$ cat config.mk
export PLATFORM = sky130hd
export DESIGN_NAME = cap_chain_walker
export DESIGN_NICKNAME = d
export VERILOG_FILES = /design/src/rtl/cw_pkg.sv /design/src/rtl/cw_read_port.sv /design/src/rtl/cw_hop_counter.sv /design/src/rtl/cw_match_counter.sv /design/src/rtl/cap_chain_walker.sv
export SDC_FILE = /design/constraint.sdc
export NUM_CORES = 1
export LEC_CHECK = 0
export BUFFER_PORTS_ARGS = -buffer_cell sky130_fd_sc_hd__buf_2
export CAP_MARGIN = 20
export CELL_PAD_IN_SITES_DETAIL_PLACEMENT = 1
export CELL_PAD_IN_SITES_GLOBAL_PLACEMENT = 1
export CORE_UTILIZATION = 47
export CTS_BUF_LIST = sky130_fd_sc_hd__clkbuf_4 sky130_fd_sc_hd__clkbuf_8 sky130_fd_sc_hd__clkbuf_16
export DETAILED_ROUTE_END_ITERATION = 8
export PLACE_DENSITY = 0.95
export SLEW_MARGIN = 20
export SYNTH_ARGS = -nofsm -noshare
export SYNTH_HDL_FRONTEND = slang
export SYNTH_SLANG_ARGS = --single-unit
$ cat constraint.sdc
create_clock -name clk -period 5.6 [get_ports clk]
set_input_delay 0 -clock clk [delete_from_list [all_inputs] [get_ports clk]]
set_output_delay 0 -clock clk [all_outputs]
set_load 0.01 [all_outputs]
$ cat src/rtl/cw_pkg.sv
package cw_pkg;
  localparam int unsigned CFG_AW = 8;
  localparam int unsigned CFG_DW = 8;
  typedef logic [CFG_AW-1:0] cfg_addr_t;
  typedef logic [CFG_DW-1:0] cfg_byte_t;

  localparam cfg_addr_t STATUS_ADDR = 8'h06;
  localparam int unsigned CAP_FLAG_BIT = 4;
  localparam cfg_addr_t HEAD_ADDR   = 8'h34;
  localparam cfg_addr_t LIST_FLOOR  = 8'h40;
  localparam cfg_byte_t END_ID      = 8'hFF;

  typedef enum logic [2:0] {
    S_IDLE,
    S_STAT,
    S_HEAD,
    S_CHECK,
    S_ID,
    S_NEXT,
    S_DONE
  } walk_state_e;

  function automatic logic is_read_state(walk_state_e s);
    return (s == S_STAT) || (s == S_HEAD) || (s == S_ID) || (s == S_NEXT);
  endfunction
endpackage

$ cat src/rtl/cw_read_port.sv
module cw_read_port
  import cw_pkg::*;
(
  input  logic      clk,
  input  logic      rst_n,
  input  logic      launch_i,
  input  cfg_addr_t launch_addr_i,
  output logic      rd_req_o,
  output cfg_addr_t rd_addr_o,
  input  logic      rd_ack_i,
  input  cfg_byte_t rd_data_i,
  output logic      rsp_valid_o,
  output cfg_byte_t rsp_data_o
);
  logic      req_q, req_d;
  cfg_addr_t addr_q, addr_d;

  always_comb begin
    req_d  = req_q;
    addr_d = addr_q;
    if (launch_i) begin
      req_d  = 1'b1;
      addr_d = launch_addr_i;
    end else if (req_q && rd_ack_i) begin
      req_d = 1'b0;
    end
  end

  always_ff @(posedge clk or negedge rst_n) begin
    if (!rst_n) begin
      req_q  <= 1'b0;
      addr_q <= '0;
    end else begin
      req_q  <= req_d;
      addr_q <= addr_d;
    end
  end

  assign rd_req_o    = req_q;
  assign rd_addr_o   = addr_q;
  assign rsp_valid_o = req_q & rd_ack_i;
  assign rsp_data_o  = rd_data_i;

  // a new read is only launched when nothing is outstanding or the current one completes
  assert_single_outstanding_R9: assert property (@(posedge clk) disable iff (!rst_n)
    launch_i |-> (!req_q || rd_ack_i));

  // unacknowledged request keeps its address
  assert_req_hold_R9: assert property (@(posedge clk) disable iff (!rst_n)
    (req_q && !rd_ack_i) |=> (req_q && $stable(addr_q)));
endmodule

$ cat src/rtl/cw_hop_counter.sv
module cw_hop_counter #(
  parameter int unsigned MAX_HOPS = 48
) (
  input  logic clk,
  input  logic rst_n,
  input  logic clr_i,
  input  logic inc_i,
  output logic limit_o
);
  localparam int unsigned CW = $clog2(MAX_HOPS + 1);
  localparam logic [CW-1:0] LIMIT = CW'(MAX_HOPS);

  logic [CW-1:0] cnt_q, cnt_d;

  always_comb begin
    cnt_d = cnt_q;
    if (clr_i)      cnt_d = '0;
    else if (inc_i) cnt_d = cnt_q + 1'b1;
  end

  always_ff @(posedge clk or negedge rst_n) begin
    if (!rst_n) cnt_q <= '0;
    else        cnt_q <= cnt_d;
  end

  assign limit_o = (cnt_q == LIMIT);

  // the hop count never passes the bound
  assert_hops_bounded_R6: assert property (@(posedge clk) disable iff (!rst_n)
    cnt_q <= LIMIT);

  // no further hop is taken once the bound is reached
  assert_no_hop_at_limit_R6: assert property (@(posedge clk) disable iff (!rst_n)
    (inc_i && !clr_i) |-> !limit_o);
endmodule

$ cat src/rtl/cw_match_counter.sv
module cw_match_counter #(
  parameter int unsigned INST_W = 6
) (
  input  logic              clk,
  input  logic              rst_n,
  input  logic              clr_i,
  input  logic              skip_i,
  input  logic [INST_W-1:0] want_i,
  output logic              select_o
);
  localparam logic [INST_W-1:0] SAT = '1;

  logic [INST_W-1:0] cnt_q, cnt_d;

  always_comb begin
    cnt_d = cnt_q;
    if (clr_i)                      cnt_d = '0;
    else if (skip_i && cnt_q != SAT) cnt_d = cnt_q + 1'b1;
  end

  always_ff @(posedge clk or negedge rst_n) begin
    if (!rst_n) cnt_q <= '0;
    else        cnt_q <= cnt_d;
  end

  assign select_o = (cnt_q == want_i);

  // a match is only passed over when it is not the selected one
  assert_skip_not_selected_R8: assert property (@(posedge clk) disable iff (!rst_n)
    (skip_i && !clr_i) |-> !select_o);
endmodule

$ cat src/rtl/cap_chain_walker.sv
module cap_chain_walker
  import cw_pkg::*;
#(
  parameter int unsigned MAX_HOPS = 48,
  parameter int unsigned INST_W   = 6
) (
  input  logic              clk,
  input  logic              rst_n,
  input  logic              start_i,
  input  logic [7:0]        target_id_i,
  input  logic [INST_W-1:0] instance_i,
  output logic              rd_req_o,
  output logic [7:0]        rd_addr_o,
  input  logic              rd_ack_i,
  input  logic [7:0]        rd_data_i,
  output logic              busy_o,
  output logic              done_o,
  output logic              found_o,
  output logic [7:0]        offset_o
);
  walk_state_e       state_q, state_d;
  cfg_byte_t         ptr_q, ptr_d;
  cfg_byte_t         target_q, target_d;
  logic [INST_W-1:0] inst_q, inst_d;
  logic              found_q, found_d;
  cfg_addr_t         off_q, off_d;

  logic      hop_clr, hop_inc, hop_limit;
  logic      m_clr, m_skip, m_sel;
  logic      launch;
  cfg_addr_t launch_addr;
  logic      rsp_valid;
  cfg_byte_t rsp_data;
  cfg_addr_t entry_addr;

  assign entry_addr = {ptr_q[CFG_AW-1:2], 2'b00};

  cw_read_port u_port (
    .clk          (clk),
    .rst_n        (rst_n),
    .launch_i     (launch),
    .launch_addr_i(launch_addr),
    .rd_req_o     (rd_req_o),
    .rd_addr_o    (rd_addr_o),
    .rd_ack_i     (rd_ack_i),
    .rd_data_i    (rd_data_i),
    .rsp_valid_o  (rsp_valid),
    .rsp_data_o   (rsp_data)
  );

  cw_hop_counter #(.MAX_HOPS(MAX_HOPS)) u_hops (
    .clk    (clk),
    .rst_n  (rst_n),
    .clr_i  (hop_clr),
    .inc_i  (hop_inc),
    .limit_o(hop_limit)
  );

  cw_match_counter #(.INST_W(INST_W)) u_matches (
    .clk     (clk),
    .rst_n   (rst_n),
    .clr_i   (m_clr),
    .skip_i  (m_skip),
    .want_i  (inst_q),
    .select_o(m_sel)
  );

  always_comb begin
    state_d  = state_q;
    ptr_d    = ptr_q;
    target_d = target_q;
    inst_d   = inst_q;
    found_d  = found_q;
    off_d    = off_q;
    hop_clr  = 1'b0;
    hop_inc  = 1'b0;
    m_clr    = 1'b0;
    m_skip   = 1'b0;
    unique case (state_q)
      S_IDLE: begin
        if (start_i) begin
          target_d = target_id_i;
          inst_d   = instance_i;
          found_d  = 1'b0;
          off_d    = '0;
          hop_clr  = 1'b1;
          m_clr    = 1'b1;
          state_d  = S_STAT;
        end
      end
      S_STAT: begin
        if (rsp_valid) begin
          state_d = rsp_data[CAP_FLAG_BIT] ? S_HEAD : S_DONE;
        end
      end
      S_HEAD: begin
        if (rsp_valid) begin
          ptr_d   = rsp_data;
          state_d = S_CHECK;
        end
      end
      S_CHECK: begin
        if (hop_limit || (ptr_q < LIST_FLOOR)) state_d = S_DONE;
        else                                   state_d = S_ID;
      end
      S_ID: begin
        if (rsp_valid) begin
          if (rsp_data == END_ID) begin
            state_d = S_DONE;
          end else if (rsp_data == target_q) begin
            if (m_sel) begin
              found_d = 1'b1;
              off_d   = entry_addr;
              state_d = S_DONE;
            end else begin
              m_skip  = 1'b1;
              state_d = S_NEXT;
            end
          end else begin
            state_d = S_NEXT;
          end
        end
      end
      S_NEXT: begin
        if (rsp_valid) begin
          ptr_d   = rsp_data;
          hop_inc = 1'b1;
          state_d = S_CHECK;
        end
      end
      S_DONE:  state_d = S_IDLE;
      default: state_d = S_IDLE;
    endcase
  end

  always_comb begin
    launch      = is_read_state(state_d) && (state_d != state_q);
    launch_addr = '0;
    unique case (state_d)
      S_STAT:  launch_addr = STATUS_ADDR;
      S_HEAD:  launch_addr = HEAD_ADDR;
      S_ID:    launch_addr = entry_addr;
      S_NEXT:  launch_addr = entry_addr + 1'b1;
      default: launch_addr = '0;
    endcase
  end

  always_ff @(posedge clk or negedge rst_n) begin
    if (!rst_n) begin
      state_q  <= S_IDLE;
      ptr_q    <= '0;
      target_q <= '0;
      inst_q   <= '0;
      found_q  <= 1'b0;
      off_q    <= '0;
    end else begin
      state_q  <= state_d;
      ptr_q    <= ptr_d;
      target_q <= target_d;
      inst_q   <= inst_d;
      found_q  <= found_d;
      off_q    <= off_d;
    end
  end

  assign busy_o   = (state_q != S_IDLE);
  assign done_o   = (state_q == S_DONE);
  assign found_o  = found_q;
  assign offset_o = off_q;

  // an accepted start leaves the walker busy on the next cycle
  assert_start_accepted_R1: assert property (@(posedge clk) disable iff (!rst_n)
    (start_i && !busy_o) |=> busy_o);

  // a clear capability flag ends the walk right away as not-found
  assert_no_list_R2: assert property (@(posedge clk) disable iff (!rst_n)
    (state_q == S_STAT && rsp_valid && !rsp_data[CAP_FLAG_BIT]) |=> (done_o && !found_o));

  // a reported offset is aligned and above the header area
  assert_offset_aligned_R3: assert property (@(posedge clk) disable iff (!rst_n)
    (done_o && found_o) |-> (offset_o[1:0] == 2'b00 && offset_o >= LIST_FLOOR));

  // a terminator identifier never produces a match
  assert_terminator_R5: assert property (@(posedge clk) disable iff (!rst_n)
    (state_q == S_ID && rsp_valid && rsp_data == END_ID) |=> (done_o && !found_o));

  // completion is a single-cycle pulse
  assert_done_pulse_R10: assert property (@(posedge clk) disable iff (!rst_n)
    done_o |=> !done_o);
endmodule

==> flow_metrics.py, run 1 <==
metrics = {
    "floorplanning": {
        "rows": 26,
        "die_area_um2": 5724,
        "fp.dieW_um": 75.66,
        "io_pins": 46,
        "die_height_um": 75.66,
        "effective_utilization_at_floorplan_pct": 49.30,
        "standard_cell_core_area_um2": 5172,
    },
    "place": {
        "routabilityCongestion": 0.8564,
        "dp_worst_setup_slack_ps": 2971,
        "place.port_buffers": 43,
        "dp.final_hpwl_um": 4575,
        "place.detailed.instances": 340,
    },
    "yosys": {
        "synth.top_cells.by_area": "sky130_fd_sc_hd__dfrtp_1 50%, sky130_fd_sc_hd__mux2_2 9.7%, sky130_fd_sc_hd__xnor2_1 4.1%, sky130_fd_sc_hd__xor2_1 2.7%, sky130_fd_sc_hd__nand2_1 2.6%",
        "synth_cells": 234,
        "post_synth_top_cells": "51 x sky130_fd_sc_hd__dfrtp_1, 22 x sky130_fd_sc_hd__mux2_2, 18 x sky130_fd_sc_hd__nand2_1",
        "yosysTopAreaCell": "sky130_fd_sc_hd__dfrtp_1",
        "post_synthesis_cell_area_um2": 2550,
        "share_of_synthesized_flip_flops_with_an_asynchronous_set_or_reset_pct": 100.0,
        "synth_top_flop_cell": "sky130_fd_sc_hd__dfrtp_1",
        "yosysUniqueCellTypes": 50,
        "post-synth-top-count-cell": "sky130_fd_sc_hd__dfrtp_1",
        "yosys_warnings": 0,
        "synth_seq_area_share_pct": 50.05,
        "postSynthRegisterBits": 51,
        "synth_largest_type_area_fraction_pct": 50.05,
        "postSynthAreaPerCell_um2": 10.90,
        "synth_edf_count": 0,
    },
    "setup_path": {
        "highest_delay_cell_along_the_critical_path": "sky130_fd_sc_hd__nor4b_1",
        "critPathKind": "reg -> reg",
        "ff2ff_path_depth": 7,
        "timing.critical_path.cells": "xnor2_1, nand4_1, nor4b_1, nor2_1, inv_1, nor3_2, a221o_1",
        "critical_path.max_stage_delay_ps": 560,
        "end_kind": "register",
        "timing.critical_path.buf_inv": 1,
        "reg2reg_to": "u_port.rd_addr_o[4]",
        "critical_path_cell_count": 7,
        "worst_r2r_startpoint": "u_matches.cnt_q[3]",
        "setup.worst_path.start_class": "register",
        "crit_family": "simple AND/OR/NAND/NOR gates",
        "worst-endpoint-required_ps": 5790,
        "path_max_fanout": 6,
        "cp-startpoint": "u_matches.cnt_q[3]",
        "crit_arrival_ps": 2730,
        "ff2ff_setup_slack_ps": 3060,
        "setup.worst_path.end": "u_port.rd_addr_o[4]",
    },
    "global_route": {
        "aggregate_global_route_resource_usage_pct": 30.39,
        "grt_pass1_wl_um": 12320,
        "grt_max_degree": 52,
        "grt_antenna_before_repair": 0,
        "first_global_vias": 2323,
        "globalRoute.totalOverflow": 0,
    },
    "sta": {
        "clock-skew-final_ps": 11.64,
        "setup_viol_count_final": 0,
        "timing.final.ws_setup_ps": 3064,
        "grt_setup_unrepaired": "false",
        "max_clock_freq_mhz": 394.4,
        "max-slew-margin-rel_pct": 39.80,
        "final_hold_viol_count": 0,
        "timing.setup.tns_ps": 0,
        "final.period_utilization_pct": 45.28,
        "maxSlewViolCount": 0,
        "worst-slew-pin-transition_ps": 897.0,
        "post-route-min-period_ps": 2536,
    },
    "pwr": {
        "internal_power_mw": 0.8760,
        "power.share.switching_pct": 40.91,
        "clockPowerShare_pct": 15.2,
        "power.density_cell_area_nw_per_um2": 479.1,
        "vdd_drop_max_mv": 0.2543,
        "pwr-share-seq_pct": 43.3,
        "comb_power_share_pct": 41.5,
        "cellLeakagePower_nw": 1.425,
        "power.switching_mw": 0.6064,
    },
    "flow_run": {
        "maxCapViolations": 0,
    },
    "clock_tree": {
        "clock_tree.buffer_depth": 2,
        "clkLatencyLatePin_ps": 310,
        "worst_setup_hold_path_clk_slew_ps": 90,
        "tritoncts_num_sinks": 51,
        "cts_made_buffers": 5,
        "htree_num_levels": 2,
        "clock_tree_from_tritoncts": "done",
        "cts_root_buf": "sky130_fd_sc_hd__clkbuf_8",
        "post-cts-setup-buffers": 0,
        "cts-resized-gates": 0,
    },
    "cells_and_area": {
        "drive_above_1_share_pct": 28.38,
        "antenna_cells": 0,
        "area_growth_pct": 21.34,
        "nets": 325,
        "layout.cells.non_filler": 366,
        "filler_cell_count": 557,
    },
    "routing": {
        "first_iter_violations": 90,
        "finalWirelength_um": 7888,
        "wl_cell_um": 21.55,
        "post_detailed_route_via_to_cell_ratio": 5.850,
        "route.vias.total": 2141,
        "drc": 0,
        "drt-pass1-iter-count": 4,
        "drt.antenna.violating_nets": 0,
    },
    "outcome": {
        "outcome": "finished, final reports clean",
    },
    "min_path": {
        "timing.hold.worst.class": "in -> reg",
    },
}
## cells in the final DEF, fill, tap and decap left out, drive strengths merged, types with 4 or more instances in the layout
cell type and n:
dfrtp 51, buf 45, mux2 22, nand2 20, dlygate4sd3 19, nor2 18
o21ai 14, xnor2 12, nand4 8, xor2 8, inv 7, a21oi 6
clkbuf 6, nand3 4, a22o 4, or3 4, nor3 4
## routing by layer
| metal | track usage (%) | vias up | wire length [um] |
|---|---|---|---|
| met4 | 14.61 | 0 | 261 |
| li1 | - | 947 | - |
| met2 | 51.69 | 91 | 4097 |
| met1 | 37.75 | 1082 | 3193 |
| met3 | 5.159 | 21 | 335 |
| met5 | 0 | - | 0 |
## state kept, by name (all words and copies together) (netlist names)
name,cells
offset_o,6
u_port.rd_addr_o,8
target_q,8
inst_q,6
state_q,3
u_matches.cnt_q,6
u_port.rd_req_o,1
u_hops.cnt_q,6
found_o,1
ptr_q,6
## power groups by stage
| stage | Sequential [mW] | Clock, mW | Combinational, mW |
|---|---|---|---|
| after floorplan | 0.605 | 0 | 0.418 |
| after detailed placement | 0.635 | 0 | 0.570 |
| final | 0.641 | 0.225 | 0.616 |
| after global routing | 0.656 | 0.240 | 0.668 |
| after CTS | 0.631 | 0.224 | 0.597 |
| after global placement | 0.625 | 0 | 0.540 |
## cell type report
type / count / area (um2) / share of cell area (%)
clock buffer: 6 / 82.58 / 2.669
clock inverter: 1 / 5.005 / 0.1617
inverter: 7 / 26.28 / 0.8492
multi-input combinational: 167 / 1196 / 38.66
sequential: 51 / 1276 / 41.25
tap: 70 / 87.58 / 2.831
timing repair buffer: 64 / 420.4 / 13.59
## timing repair
item	in CTS	in global routing
endpoints found under the hold margin	69	0
setup endpoints to repair	0	0
hold buffers	19	0
## logic make-up (layout without fill, tap and decap cells)
logic type | Yosys count | after routing | synth area share, %
adder cells (fa/ha/maj) | 3 | 3 | 1.472
other | 1 | 2 | 0.1471
XOR/XNOR | 20 | 20 | 6.870
multiplexers | 23 | 23 | 10.11
AO/OA/AOI/OAI | 41 | 41 | 10.89
buffers and inverters | 17 | 78 | 3.189
AND/OR/NAND/NOR | 78 | 78 | 17.27
flip-flops | 51 | 51 | 50.05
## through the flow
| stage | utilization (%) | instance area, um2 | power (mW) | hold slack [ps] |
|---|---|---|---|---|
| finish | 59.82 | 3094 | 1.482 | 26.99 |
| global route | 59.82 | 3094 | 1.564 | 31.23 |
| CTS | 59.82 | 3094 | 1.452 | 26.11 |
| detailed placement | 54.45 | 2816 | 1.205 | 157.4 |
| global placement | 54.45 | 2816 | 1.165 | 141.7 |
| floorplan | - | 2554 | 1.022 | -295.6 |
## worst min-delay path by stage
stage	end	startpoint	depth (start not counted)
after detailed placement	u_matches.cnt_q[0]	rst_n	2
after global placement	inst_q[3]	rst_n	2
after floorplan	found_o	rst_n	0
final	ptr_q[5]	rd_data_i[5]	2
after global routing	ptr_q[5]	rd_data_i[5]	2
after CTS	ptr_q[5]	rd_data_i[5]	2
Power figures use the tool's default switching activity.
==> inputs of run 2 (changes only) <==
--- a/config.mk
+++ b/config.mk
@@ -5,14 +5,15 @@
 export SDC_FILE = /design/constraint.sdc
 export NUM_CORES = 1
 export LEC_CHECK = 0
+export ABC_AREA = 1
 export BUFFER_PORTS_ARGS = -buffer_cell sky130_fd_sc_hd__buf_2
 export CAP_MARGIN = 20
 export CELL_PAD_IN_SITES_DETAIL_PLACEMENT = 1
 export CELL_PAD_IN_SITES_GLOBAL_PLACEMENT = 1
-export CORE_UTILIZATION = 47
+export CORE_UTILIZATION = 40
 export CTS_BUF_LIST = sky130_fd_sc_hd__clkbuf_4 sky130_fd_sc_hd__clkbuf_8 sky130_fd_sc_hd__clkbuf_16
 export DETAILED_ROUTE_END_ITERATION = 8
-export PLACE_DENSITY = 0.95
+export PLACE_DENSITY = 0.89
 export SLEW_MARGIN = 20
 export SYNTH_ARGS = -nofsm -noshare
 export SYNTH_HDL_FRONTEND = slang
==> constraint.sdc (replaced) <==
create_clock -name clk -period 2.55 [get_ports clk]
set_input_delay 0 -clock clk [delete_from_list [all_inputs] [get_ports clk]]
set_output_delay 0 -clock clk [all_outputs]
set_load 0.01 [all_outputs]
==> flow_metrics.py, run 2 <==
metrics = {
    "setup_path": {
        "timing.critical_path.cells": "nor2_1, nand2_1, clkinv_1, nand2_1, nor2_2, nand2_1, nor2_1, nand3_1, o21ai_1, a21oi_1",
        "ff2ff_path_depth": 10,
        "path_max_fanout": 10,
        "path_common_cell": "sky130_fd_sc_hd__nand2_1",
        "highest_delay_cell_along_the_critical_path": "sky130_fd_sc_hd__dfrtp_1",
        "timing.critical_path.buf_inv": 1,
        "crit_family": "simple AND/OR/NAND/NOR gates",
        "end_kind": "register",
        "worst-endpoint-required_ps": 2750,
        "critPathKind": "reg -> reg",
        "critical_path_cell_count": 10,
        "setup.worst_path.start_class": "register",
        "crit_arrival_ps": 2340,
        "critical_path.max_stage_delay_ps": 450,
    },
    "global_route": {
        "grt_max_degree": 30,
        "global_route.usage.met2_pct": 40.69,
        "first_global_vias": 2734,
        "busiest_layer": "met2",
        "globalRoute.totalOverflow": 0,
        "grt_pass1_wl_um": 12340,
        "grt_antenna_before_repair": 0,
        "aggregate_global_route_resource_usage_pct": 22.12,
        "use_met1_pct": 25.98,
        "grtUsageMet3_pct": 3.678,
    },
    "yosys": {
        "yosys.area_share.simple_pct": 31.13,
        "synth_cells": 360,
        "synth_top_flop_cell": "sky130_fd_sc_hd__dfrtp_1",
        "post_synthesis_cell_area_um2": 2633,
        "post-synth-top-count-cell": "sky130_fd_sc_hd__nand2_1",
        "yosysTopAreaCell": "sky130_fd_sc_hd__dfrtp_1",
        "xor_xnor_cell_area_share_of_the_yosys_netlist_pct": 0.3327,
        "synth_edf_count": 0,
        "yosys_warnings": 0,
        "share_of_synthesized_flip_flops_with_an_asynchronous_set_or_reset_pct": 100.0,
        "synth_largest_type_area_fraction_pct": 48.48,
        "synth_seq_area_share_pct": 48.48,
        "synth.top_cells.by_area": "sky130_fd_sc_hd__dfrtp_1 48%, sky130_fd_sc_hd__nand2_1 19%, sky130_fd_sc_hd__inv_1 6.7%, sky130_fd_sc_hd__o21ai_0 5.5%, sky130_fd_sc_hd__nor2_1 4.0%",
        "synth-compound-area-share_pct": 9.743,
        "postSynthRegisterBits": 51,
        "postSynthAreaPerCell_um2": 7.313,
        "yosys.area_share.adder_pct": 1.426,
        "yosysUniqueCellTypes": 30,
        "combinational_family_with_the_most_area_after_synthesis": "simple AND/OR/NAND/NOR gates",
        "post_synth_top_cells": "134 x sky130_fd_sc_hd__nand2_1, 51 x sky130_fd_sc_hd__dfrtp_1, 47 x sky130_fd_sc_hd__inv_1",
        "muxShareOfSynthArea_pct": 0,
    },
    "pwr": {
        "vdd_drop_max_mv": 0.5123,
        "power.density_cell_area_nw_per_um2": 1063,
        "cellLeakagePower_nw": 1.715,
    },
    "sta": {
        "final.period_utilization_pct": 83.98,
        "post-route-min-period_ps": 2141,
        "timing.setup.tns_ps": 0,
        "final_hold_viol_count": 0,
        "worst-slew-pin-transition_ps": 598.3,
        "timing.final.ws_setup_ps": 408.6,
        "setup_viol_count_final": 0,
        "max-slew-margin-rel_pct": 60.12,
        "grt_setup_unrepaired": "false",
        "max_clock_freq_mhz": 467.0,
        "clock-skew-final_ps": 6.901,
        "maxSlewViolCount": 0,
    },
    "floorplanning": {
        "fp.dieW_um": 83.13,
        "die_height_um": 83.13,
        "effective_utilization_at_floorplan_pct": 41.46,
        "io_pins": 46,
        "rows": 29,
        "standard_cell_core_area_um2": 6350,
        "die_area_um2": 6910,
    },
    "routing": {
        "route.vias.total": 2525,
        "wl_cell_um": 13.90,
        "post_detailed_route_via_to_cell_ratio": 5.040,
        "finalWirelength_um": 6962,
        "drc": 0,
        "drt-pass1-iter-count": 4,
        "drt.antenna.violating_nets": 0,
        "first_iter_violations": 83,
    },
    "place": {
        "routabilityCongestion": 0.8442,
        "dp_worst_setup_slack_ps": 439.3,
        "post_detailed_placement_cell_area_um2": 2935,
        "place.port_buffers": 43,
        "place.detailed.instances": 477,
        "dp.final_hpwl_um": 5218,
    },
    "cells_and_area": {
        "nets": 452,
        "layout.cells.non_filler": 501,
        "most-common-layout-cells": "134 x sky130_fd_sc_hd__nand2_1, 51 x sky130_fd_sc_hd__dfrtp_1, 47 x sky130_fd_sc_hd__inv_1, 43 x sky130_fd_sc_hd__buf_2, 29 x sky130_fd_sc_hd__o21ai_0",
        "layout_commonest_cell": "sky130_fd_sc_hd__nand2_1",
        "stdcell_area_um2": 3232,
        "area_growth_pct": 22.77,
        "antenna_cells": 0,
        "drive_above_1_share_pct": 16.27,
        "filler_cell_count": 838,
    },
    "min_path": {
        "timing.hold.worst.class": "in -> reg",
        "worst_hold_path.num_cells": 3,
    },
    "clock_tree": {
        "clock_tree_from_tritoncts": "done",
        "cts_root_buf": "sky130_fd_sc_hd__clkbuf_8",
        "worst_setup_hold_path_clk_slew_ps": 100,
        "tritoncts_num_sinks": 51,
        "cts_made_buffers": 5,
        "htree_num_levels": 2,
        "clock_tree.buffer_depth": 2,
        "post-cts-setup-buffers": 0,
        "clkLatencyLatePin_ps": 310,
    },
    "outcome": {
        "outcome": "finished, final reports clean",
    },
    "flow_run": {
        "maxCapViolations": 0,
    },
}
## run 2: cell count changes after synthesis, sizes merged, moves of 4 or more
cell   before  now
xnor2      12    1
mux2       22    0
nor2       18   31
or3         4    0
o21ai      14   34
a22o        4    0
nor3        4    8
xor2        8    0
nand4       8    3
nand2      20  138
nand3       4   14
inv         7   49
## run 2: cell families after synthesis
| family | after synthesis |
|---|---|
| buffers and inverters | 59 |
| xor gates and xnor gates | 1 |
| and+or+nand+nor | 197 |
| DFF | 51 |
| adders and majority gates | 3 |
| other | 1 |
| AOI/OAI and AO/OA | 48 |
## run 2: worst paths after layout
path | to | from | slack [ps]
setup / recovery | u_matches.cnt_q[5] | state_q[1] | 410
hold / removal | ptr_q[2] | rd_data_i[2] | 20
setup reg to reg | u_matches.cnt_q[5] | state_q[1] | 410
hold reg to reg | u_port.rd_addr_o[0] | u_port.rd_addr_o[0] | 470
max in group asynchronous | state_q[1] | rst_n | 1550
min in group asynchronous | u_hops.cnt_q[1] | rst_n | 220
## run 2: tightest hold or removal path: stages
cell	delay, ps
sky130_fd_sc_hd__buf_2	110
sky130_fd_sc_hd__inv_1	90
sky130_fd_sc_hd__o21ai_0	90
## run 2: per-layer routing
metal	wire length, um	vias up
met5	0	-
met4	149	0
met3	219	14
met2	3560	57
met1	3033	1213
li1	-	1241
## run 2: final cells by class
| class | count | area, um2 | area share (%) |
|---|---|---|---|
| sequential | 51 | 1276 | 39.49 |
| multi-input combinational | 251 | 1130 | 34.96 |
| timing repair buffer | 62 | 397.9 | 12.31 |
| inverter | 52 | 195.2 | 6.039 |
| tap | 77 | 96.34 | 2.981 |
| clock buffer | 5 | 68.82 | 2.129 |
| clock inverter | 3 | 67.56 | 2.091 |
## run 2: power breakdown
part / switching (mW) / internal (mW)
Sequential: 0.181 / 1.08
Combinational: 0.989 / 0.504
Clock: 0.287 / 0.391
Total: 1.46 / 1.98
## run 2: metrics by stage
| stage | utilization (%) | hold WS [ps] | power (mW) |
|---|---|---|---|
| after floorplan | - | -295.6 | 2.290 |
| after global placement | 46.23 | 47.05 | 2.653 |
| after detailed placement | 46.23 | 51.16 | 2.748 |
| after CTS | 50.90 | 9.260 | 3.467 |
| after global routing | 50.90 | 22.77 | 3.743 |
| final | 50.90 | 22.66 | 3.435 |
## run 2: repair_timing
action,4_1_cts,5_1_grt
endpoints found under the hold margin,39,0
hold buffers,16,0
resized for setup,0,0
